`config.mk`:
```
export PLATFORM = sky130hd
export DESIGN_NAME = eic_top
export DESIGN_NICKNAME = d
export VERILOG_FILES = /design/src/rtl/eic_pkg.sv /design/src/rtl/eic_sync.sv /design/src/rtl/eic_filter.sv /design/src/rtl/eic_control.sv /design/src/rtl/eic_datapath.sv /design/src/rtl/eic_top.sv
export SDC_FILE = /design/constraint.sdc
export NUM_CORES = 1
export LEC_CHECK = 0
export CELL_PAD_IN_SITES_DETAIL_PLACEMENT = 0
export CELL_PAD_IN_SITES_GLOBAL_PLACEMENT = 2
export CORE_MARGIN = 2
export CORE_UTILIZATION = 40
export CTS_CLUSTER_DIAMETER = 30
export CTS_CLUSTER_SIZE = 30
export DETAILED_ROUTE_END_ITERATION = 10
export PLACE_DENSITY_LB_ADDON = 0.1
export SYNTH_ARGS = -nofsm -noshare
export SYNTH_HDL_FRONTEND = slang
export SYNTH_SLANG_ARGS = --single-unit
```
`constraint.sdc`:
```
create_clock -name clk -period 2.2 [get_ports clk]
set_clock_uncertainty 0.1 [all_clocks]
set_input_delay 0.44 -clock clk [delete_from_list [all_inputs] [get_ports clk]]
set_output_delay 0.44 -clock clk [all_outputs]
set_load 0.02 [all_outputs]
```
`src/rtl/eic_pkg.sv`:
```
package eic_pkg;
  localparam int NUM_CH      = 7;
  localparam int NUM_EDGE_CH = 6;
  localparam int KEY_CH      = 6;
  localparam int BOTH_BASE   = 2;
  localparam int NUM_BOTH    = 4;
  localparam int NUM_FILT    = 2;
  localparam int ADDR_W      = 3;
  localparam int DATA_W      = 8;

  localparam logic [ADDR_W-1:0] ADDR_POL  = 3'd0;
  localparam logic [ADDR_W-1:0] ADDR_BOTH = 3'd1;
  localparam logic [ADDR_W-1:0] ADDR_FILT = 3'd2;
  localparam logic [ADDR_W-1:0] ADDR_KEY  = 3'd3;
  localparam logic [ADDR_W-1:0] ADDR_FLAG = 3'd4;

  typedef struct packed {
    logic [NUM_EDGE_CH-1:0] pol;
    logic [NUM_BOTH-1:0]    both;
    logic [NUM_FILT-1:0]    filtEn;
  } cfg_t;

  typedef struct packed {
    logic              clrEn;
    logic [NUM_CH-1:0] clrMask;
  } strobe_t;
endpackage

```
`src/rtl/eic_sync.sv`:
```
module eic_sync #(
  parameter int WIDTH = 1
) (
  input  logic             clk,
  input  logic             rstN,
  input  logic [WIDTH-1:0] din,
  output logic [WIDTH-1:0] dout
);
  logic [WIDTH-1:0] meta;

  always_ff @(posedge clk or negedge rstN) begin
    if (!rstN) begin
      meta <= '0;
      dout <= '0;
    end else begin
      meta <= din;
      dout <= meta;
    end
  end
endmodule

```
`src/rtl/eic_filter.sv`:
```
module eic_filter #(
  parameter int FILT_LEN = 4
) (
  input  logic clk,
  input  logic rstN,
  input  logic din,
  output logic dout
);
  localparam int CNT_W = $clog2(FILT_LEN + 1);
  localparam logic [CNT_W-1:0] CNT_LAST = CNT_W'(FILT_LEN - 1);

  logic [CNT_W-1:0] runCnt;

  // A differing sample advances the run; a matching one restarts it.
  always_ff @(posedge clk or negedge rstN) begin
    if (!rstN) begin
      runCnt <= '0;
      dout   <= 1'b0;
    end else if (din == dout) begin
      runCnt <= '0;
    end else if (runCnt == CNT_LAST) begin
      runCnt <= '0;
      dout   <= din;
    end else begin
      runCnt <= runCnt + 1'b1;
    end
  end
endmodule

```
`src/rtl/eic_control.sv`:
```
module eic_control import eic_pkg::*; #(
  parameter int NUM_KEYS = 8
) (
  input  logic                clk,
  input  logic                rstN,
  input  logic                regWe,
  input  logic [ADDR_W-1:0]   regAddr,
  input  logic [DATA_W-1:0]   regWdata,
  input  logic [NUM_CH-1:0]   flags,
  output cfg_t                cfg,
  output logic [NUM_KEYS-1:0] keyMask,
  output strobe_t             strb,
  output logic [DATA_W-1:0]   regRdata
);
  always_ff @(posedge clk or negedge rstN) begin
    if (!rstN) begin
      cfg     <= '0;
      keyMask <= '0;
    end else if (regWe) begin
      case (regAddr)
        ADDR_POL:  cfg.pol    <= regWdata[NUM_EDGE_CH-1:0];
        ADDR_BOTH: cfg.both   <= regWdata[NUM_BOTH-1:0];
        ADDR_FILT: cfg.filtEn <= regWdata[NUM_FILT-1:0];
        ADDR_KEY:  keyMask    <= regWdata[NUM_KEYS-1:0];
        default: ;
      endcase
    end
  end

  assign strb.clrEn   = regWe && (regAddr == ADDR_FLAG);
  assign strb.clrMask = regWdata[NUM_CH-1:0];

  always_comb begin
    regRdata = '0;
    case (regAddr)
      ADDR_POL:  regRdata[NUM_EDGE_CH-1:0] = cfg.pol;
      ADDR_BOTH: regRdata[NUM_BOTH-1:0]    = cfg.both;
      ADDR_FILT: regRdata[NUM_FILT-1:0]    = cfg.filtEn;
      ADDR_KEY:  regRdata[NUM_KEYS-1:0]    = keyMask;
      ADDR_FLAG: regRdata[NUM_CH-1:0]      = flags;
      default:   regRdata = '0;
    endcase
  end
endmodule

```
`src/rtl/eic_datapath.sv`:
```
module eic_datapath import eic_pkg::*; #(
  parameter int NUM_KEYS = 8,
  parameter int FILT_LEN = 4
) (
  input  logic                   clk,
  input  logic                   rstN,
  input  logic [NUM_EDGE_CH-1:0] irqPin,
  input  logic [NUM_KEYS-1:0]    keyPin,
  input  cfg_t                   cfg,
  input  logic [NUM_KEYS-1:0]    keyMask,
  input  strobe_t                strb,
  output logic [NUM_CH-1:0]      flags
);
  logic [NUM_EDGE_CH-1:0] pinSync;
  logic [NUM_KEYS-1:0]    keySync;
  logic [NUM_CH-1:0]      level, levelPrev, fall, setVec, clrVec;
  logic [NUM_EDGE_CH-1:0] rise;

  eic_sync #(.WIDTH(NUM_EDGE_CH)) u_pinSync (
    .clk(clk), .rstN(rstN), .din(irqPin), .dout(pinSync));
  eic_sync #(.WIDTH(NUM_KEYS)) u_keySync (
    .clk(clk), .rstN(rstN), .din(keyPin), .dout(keySync));

  for (genvar ch = 0; ch < NUM_EDGE_CH; ch++) begin : g_edge
    if (ch < NUM_FILT) begin : g_filt
      logic filtLevel;
      eic_filter #(.FILT_LEN(FILT_LEN)) u_filt (
        .clk(clk), .rstN(rstN), .din(pinSync[ch]), .dout(filtLevel));
      assign level[ch] = cfg.filtEn[ch] ? filtLevel : pinSync[ch];
    end else begin : g_raw
      assign level[ch] = pinSync[ch];
    end

    if (ch >= BOTH_BASE && ch < BOTH_BASE + NUM_BOTH) begin : g_both
      assign setVec[ch] = cfg.both[ch-BOTH_BASE] ? (rise[ch] | fall[ch])
                        : (cfg.pol[ch] ? rise[ch] : fall[ch]);
    end else begin : g_single
      assign setVec[ch] = cfg.pol[ch] ? rise[ch] : fall[ch];
    end
  end

  assign level[KEY_CH]  = |(keySync & keyMask);
  assign setVec[KEY_CH] = fall[KEY_CH];

  // Edges come from level history only, so config writes cannot fake one.
  assign rise   = level[NUM_EDGE_CH-1:0] & ~levelPrev[NUM_EDGE_CH-1:0];
  assign fall   = ~level & levelPrev;
  assign clrVec = strb.clrEn ? strb.clrMask : '0;

  always_ff @(posedge clk or negedge rstN) begin
    if (!rstN) begin
      levelPrev <= '0;
      flags     <= '0;
    end else begin
      levelPrev <= level;
      flags     <= (flags & ~clrVec) | setVec;
    end
  end
endmodule

```
`src/rtl/eic_top.sv`:
```
module eic_top import eic_pkg::*; #(
  parameter int NUM_KEYS = 8,
  parameter int FILT_LEN = 4
) (
  input  logic                   clk,
  input  logic                   rstN,
  input  logic [NUM_EDGE_CH-1:0] irqPin,
  input  logic [NUM_KEYS-1:0]    keyPin,
  input  logic                   regWe,
  input  logic [ADDR_W-1:0]      regAddr,
  input  logic [DATA_W-1:0]      regWdata,
  output logic [DATA_W-1:0]      regRdata,
  output logic [NUM_CH-1:0]      irqReq
);
  cfg_t                cfg;
  strobe_t             strb;
  logic [NUM_KEYS-1:0] keyMask;

  eic_control #(.NUM_KEYS(NUM_KEYS)) u_control (
    .clk(clk), .rstN(rstN), .regWe(regWe), .regAddr(regAddr),
    .regWdata(regWdata), .flags(irqReq), .cfg(cfg), .keyMask(keyMask),
    .strb(strb), .regRdata(regRdata));

  eic_datapath #(.NUM_KEYS(NUM_KEYS), .FILT_LEN(FILT_LEN)) u_datapath (
    .clk(clk), .rstN(rstN), .irqPin(irqPin), .keyPin(keyPin), .cfg(cfg),
    .keyMask(keyMask), .strb(strb), .flags(irqReq));
endmodule

```
# Word level (Yosys, flattened, before mapping)
# Index checks and enable logic that the tools add are counted.
dict set report word_totals {
  inputBits 28
  wordCells 69
  regBits 70
  out_inout_bits 15
}
dict set report op_classes {
  eq_ne 8
  n_mux 22
  n_addsub 2
  reduce_logical 9
  n_bitwise 14
}
# cell n
set ops {}
lappend ops {{$and 7x7->7} 2}
lappend ops {{$not 7->7} 2}
lappend ops {{$mux 1} 13}
lappend ops {{$eq 3x2->1 const B} 4}
lappend ops {{$mux 3} 4}
lappend ops {{$reduce_and 2->1} 6}
lappend ops {{$pmux 2 s5} 1}
lappend ops {{$and 8x8->8} 1}
lappend ops {{$pmux 2 s4} 1}
lappend ops {{$reduce_or 8->1} 1}
lappend ops {{$mux 7} 1}
lappend ops {{$or 7x7->7} 1}
lappend ops {{$add 3x1->3 const B} 2}
lappend ops {{$and 6x6->6} 1}
lappend ops {{$not 6->6} 1}
lappend ops {{$pmux 2 s3} 1}
lappend ops {{$or 1x1->1} 4}
lappend ops {{$eq 3x1->1 const B} 1}
lappend ops {{$eq 3x3->1 const B} 1}
lappend ops {{$logic_not 3->1} 1}
lappend ops {{$eq 1x1->1} 2}
lappend ops {{$not 1->1} 2}
lappend ops {{$pmux 1 s2} 1}
lappend ops {{$logic_and 1x1->1} 1}

# Longest topological paths before layout
dict set report depth {
  depth_word 7
  ltp_mapped 5
  ltp_nobuf 5
}

# Hierarchy
# From an unflattened synthesis, not the netlist that was laid out.
dict set report hier_totals {
  cells_unflattened 206
  hier_area_um2 2881.5
}
# module cells_per_inst n_inst area_per_inst_um2 seq_area_each_um2
set modules_own_cells {}
lappend modules_own_cells {eic_control 85 1 1099.8 500.5}
lappend modules_own_cells {eic_datapath 71 1 748.2 350.3}
lappend modules_own_cells {{eic_sync at u_datapath.u_keySync} 16 1 400.4 400.4}
lappend modules_own_cells {eic_filter 11 2 166.4 100.1}
lappend modules_own_cells {{eic_sync at u_datapath.u_pinSync} 12 1 300.3 300.3}

# Least setup slack after synthesis
# OpenSTA, ideal clock, no wires.
dict set report synth_timing {
  path_type {input -> output}
  from {input port regAddr[0]}
  to {output port regRdata[1]}
  arrival_ns 1.301
  n_path_buf 1
  required_ns 1.660
  slack_ns 0.359
  stages 4
  path_cell_list {buf_4 nor2_1 a22oi_1 o22ai_1}
}
dict set report synth_between {
  elab_chain_len 2
  elab_cells_between_ends 6
  classes_between {eq/ne (4); mux (1); reduce/logical (1)}
}
# element line
set synth_rtl {}
lappend synth_rtl {{start: declaration} eic_top.sv:10} ;# input logic [ADDR_W-1:0] regAddr,
lappend synth_rtl {{$eq 3x3->1, or another cell as far along} eic_control.sv:35} ;# case (regAddr)
lappend synth_rtl {{$pmux 2 s5 (*)} eic_control.sv:35}
lappend synth_rtl {{end: declaration} eic_top.sv:12} ;# output logic [DATA_W-1:0] regRdata,
# Every way passes the cells marked *; elsewhere a longest branch is shown, timed or not.

# Worst setup path in the final report
dict set report layout_timing {
  from {input port regAddr[0]}
  to {output port regRdata[0]}
}
# The elaborated chain is that of the path after synthesis.

==> run_results.csv <==
group,metric,value,unit
critical_path,worstPathRequired,1.66,ns
yosys,ffs_latches_synth,70,
yosys,synth_cell_types,35,
yosys,post_synth_instance_area,2841,sq um
yosys,ys_warn_count,0,
die,die_h,88.29,microns
cts,clkTransAtPathRegs,0.07,ns
sta,hold_slack,0.02290,ns
sta,final.setup.tns,0,ns
cts,ctsHtreeMaxLevel,3,
placed_design,placed_cells,349,
min_path,worst_hold_path_type,"input port to asynchronous set/reset pin",
yosys,syn-instance-count,195,
placed_design,hpwl,4108,microns
yosys,syn_nets,233,
route,detailroute.via_count,1754,
die,fp.dieArea,7794,sq um
finish,antennaDiodeCount,0,
sta,fmax,0.4748,GHz
global_route,grt_antenna_before_repair,0,
global_route,grt_remaining_overflow,0,
route,drt_drc_violations_left,0,
global_route,global_route_wire_length_before_repair,9563,microns
yosys,synthArstFlopShare,100.0,%
yosys,synth_sequential_area_ratio,61.65,%
route,route.detailed.vias_per_inst,4.779,
global_route,grt_total_usage,16.64,%
die,x_dimension_of_the_die,88.29,microns
finish,final_layout_size_suffix_gt1_share,31.73,%
global_route,via_count_of_the_first_global_routing_pass,1893,
cts,post_cts_hold_buffer_count,0,
die,floorplan.initialDensity,41.59,%
cts,cts_inserted_buffers,9,
critical_path,critPathCaptureType,"output port",
job,drv_cap,0,
die,row_count,30,
die,core_area,6832,sq um
finish,non_filler_cells_in_the_finished_layout,367,
finish,design.final.nets,305,
cts,cts.sinks,70,
route,drt-initial-drc-count,57,
sta,period_needed,2.106,ns
finish,layout.core_utilization,55.44,%
power,power,3.344,mW
critical_path,worstPathArrival,1.57,ns
sta,max_slew.worst_pin.slew,0.5381,ns
finish,final_cell_mix,"sky130_fd_sc_hd__dfrtp_1 (70), sky130_fd_sc_hd__clkdlybuf4s50_1 (30), sky130_fd_sc_hd__buf_4 (21)",
route,dr.pass1.iters,4,
power,ir_worst_vdd,0.4548,mV
cts,cts_max_path_buffers,2,
cts,clock_latency,0.33,ns
finish,synth_to_final_area_change,33.29,%
placed_design,portBuffers,42,
global_route,grt_start_max_net_pins,71,
cts,root_buffer,"sky130_fd_sc_hd__clkbuf_8",
power,power.density_cell_area,882.9,nW/um^2
sta,max_slew_margin,64.13,%
route,drt_wl_total,5740,microns
route,antenna_violating_nets_post_route,0,
critical_path,startpoint_type,"input port",
critical_path,crit_fanout,5,
critical_path,worst-setup-path-type,"input port to output port",
yosys,synth_ff_type,"sky130_fd_sc_hd__dfrtp_1",
sta,maxSlewViolCount,0,
sta,rsz0062_at_grt,"false",
die,top_level_ports,43,
sta,final_hold_viol_count,0,
finish,final_common_cell,"sky130_fd_sc_hd__dfrtp_1",
route,routed_wire_length_per_instance,15.64,microns
power,static-leakage-power,1.747,nW
sta,final-setup-viol-count,0,
yosys,count_of_flip_flops_with_a_built_in_enable_after_synthesis,0,
sta,timing.final.crit_share,95.73,%
outcome,status,"completed",
placed_design,place.gp.congestion,0.7788,
yosys,post_synth.cell_area_avg,14.57,sq um
cts,clock_tree_from_tritoncts,"yes",
state kept, by name, summed over array words and instances, names as in the netlist:
signal                                  count
u_control.cfg                              12
u_control.keyMask                           8
u_datapath.u_keySync.dout                   8
u_datapath.u_keySync.meta                   8
u_datapath.flags                            7
u_datapath.levelPrev                        7
u_datapath.g_edge.g_filt.u_filt.runCnt      6
u_datapath.u_pinSync.dout                   6
u_datapath.u_pinSync.meta                   6
u_datapath.g_edge.g_filt.u_filt.dout        2
power breakdown:
| part | internal, mW | switching [mW] |
|---|---|---|
| clock network | 0.608 | 0.447 |
| registers | 1.48 | 0.155 |
| logic | 0.384 | 0.266 |
| total | 2.47 | 0.869 |
critical path, stage by stage:
cell and delay (ns):
sky130_fd_sc_hd__clkdlybuf4s15_1 0.21, sky130_fd_sc_hd__buf_6 0.14, sky130_fd_sc_hd__mux4_2 0.49, sky130_fd_sc_hd__inv_1 0.07
sky130_fd_sc_hd__o21ai_1 0.06, sky130_fd_sc_hd__buf_4 0.16
cell usage after synthesis, types with 3 or more instances:
library cell | number | share of area (%)
sky130_fd_sc_hd__dfrtp_1 | 70 | 62
sky130_fd_sc_hd__nor2_1 | 6 | 0.79
sky130_fd_sc_hd__a2bb2oi_1 | 3 | 0.92
sky130_fd_sc_hd__nor2b_1 | 6 | 1.3
sky130_fd_sc_hd__o2bb2ai_1 | 3 | 0.92
sky130_fd_sc_hd__a221o_1 | 6 | 2.1
sky130_fd_sc_hd__ha_1 | 10 | 4.4
sky130_fd_sc_hd__nand2_1 | 8 | 1.1
sky130_fd_sc_hd__inv_1 | 15 | 2.0
sky130_fd_sc_hd__mux2_4 | 8 | 4.2
sky130_fd_sc_hd__mux2i_1 | 7 | 2.5
sky130_fd_sc_hd__nor3b_1 | 5 | 1.3
sky130_fd_sc_hd__a22oi_1 | 5 | 1.3
sky130_fd_sc_hd__mux2_2 | 17 | 6.7
area by class of cell:
class	count	area (sq um)
multi-input combinational	105	1039
timing repair buffer	66	613.1
sequential	70	1752
tap	96	120.1
clock buffer	12	165.2
fill	599	3044
clock inverter	3	42.54
inverter	15	56.30
worst paths after layout:
path	endpoint	start	slack [ns]	cells after the start
min in group clk	u_datapath.u_pinSync.dout[3]	u_datapath.u_pinSync.meta[3]	0.25	0
max in group asynchronous	u_datapath.u_pinSync.dout[4]	rstN	1.68	2
setup reg to reg	u_datapath.g_edge[1].g_filt.u_filt.dout	u_datapath.g_edge[1].g_filt.u_filt.runCnt[0]	0.89	3
hold / removal	u_datapath.u_pinSync.dout[5]	rstN	0.02	2
setup / recovery	regRdata[0]	regAddr[0]	0.09	6
hold reg to reg	u_datapath.u_pinSync.dout[3]	u_datapath.u_pinSync.meta[3]	0.25	0
per-layer routing:
| metal | global-route usage [%] | routed length (microns) |
|---|---|---|
| met1 | 21.56 | 2667 |
| met2 | 26.93 | 2802 |
| met3 | 4.011 | 186 |
| met4 | 7.025 | 85 |
| met5 | 0 | 0 |
metrics by stage:
step | setup slack, ns | area (sq um)
2_1_floorplan | 0.3588 | 2841
6_report | 0.09393 | 3787
5_1_grt | 0.02344 | 3787
4_1_cts | 0.04617 | 3781
3_3_place_gp | -0.6150 | 3520
3_5_place_dp | -0.6468 | 3520
cell families after synthesis:
logic type               count (synthesis)  synth area share (%)
flip-flops                              70                 61.65
AND/OR/NAND/NOR                         37                 8.675
multiplexers                            34                 14.62
AO/OA/AOI/OAI                           22                 6.650
buffers and inverters                   20                 3.390
adder cells (fa/ha/maj)                 10                 4.403
XOR/XNOR                                 2                0.6166
repair_timing:
| action | 4_1_cts | 5_1_grt |
|---|---|---|
| buffers inserted | 2 | 0 |
| pin swaps | 3 | 1 |
| gates cloned | 1 | 0 |
| setup endpoints to repair | 8 | 1 |
| gates resized for setup | 56 | 2 |
| hold endpoints to repair | 0 | 0 |
No activity file was read; power rests on OpenSTA's default activity.
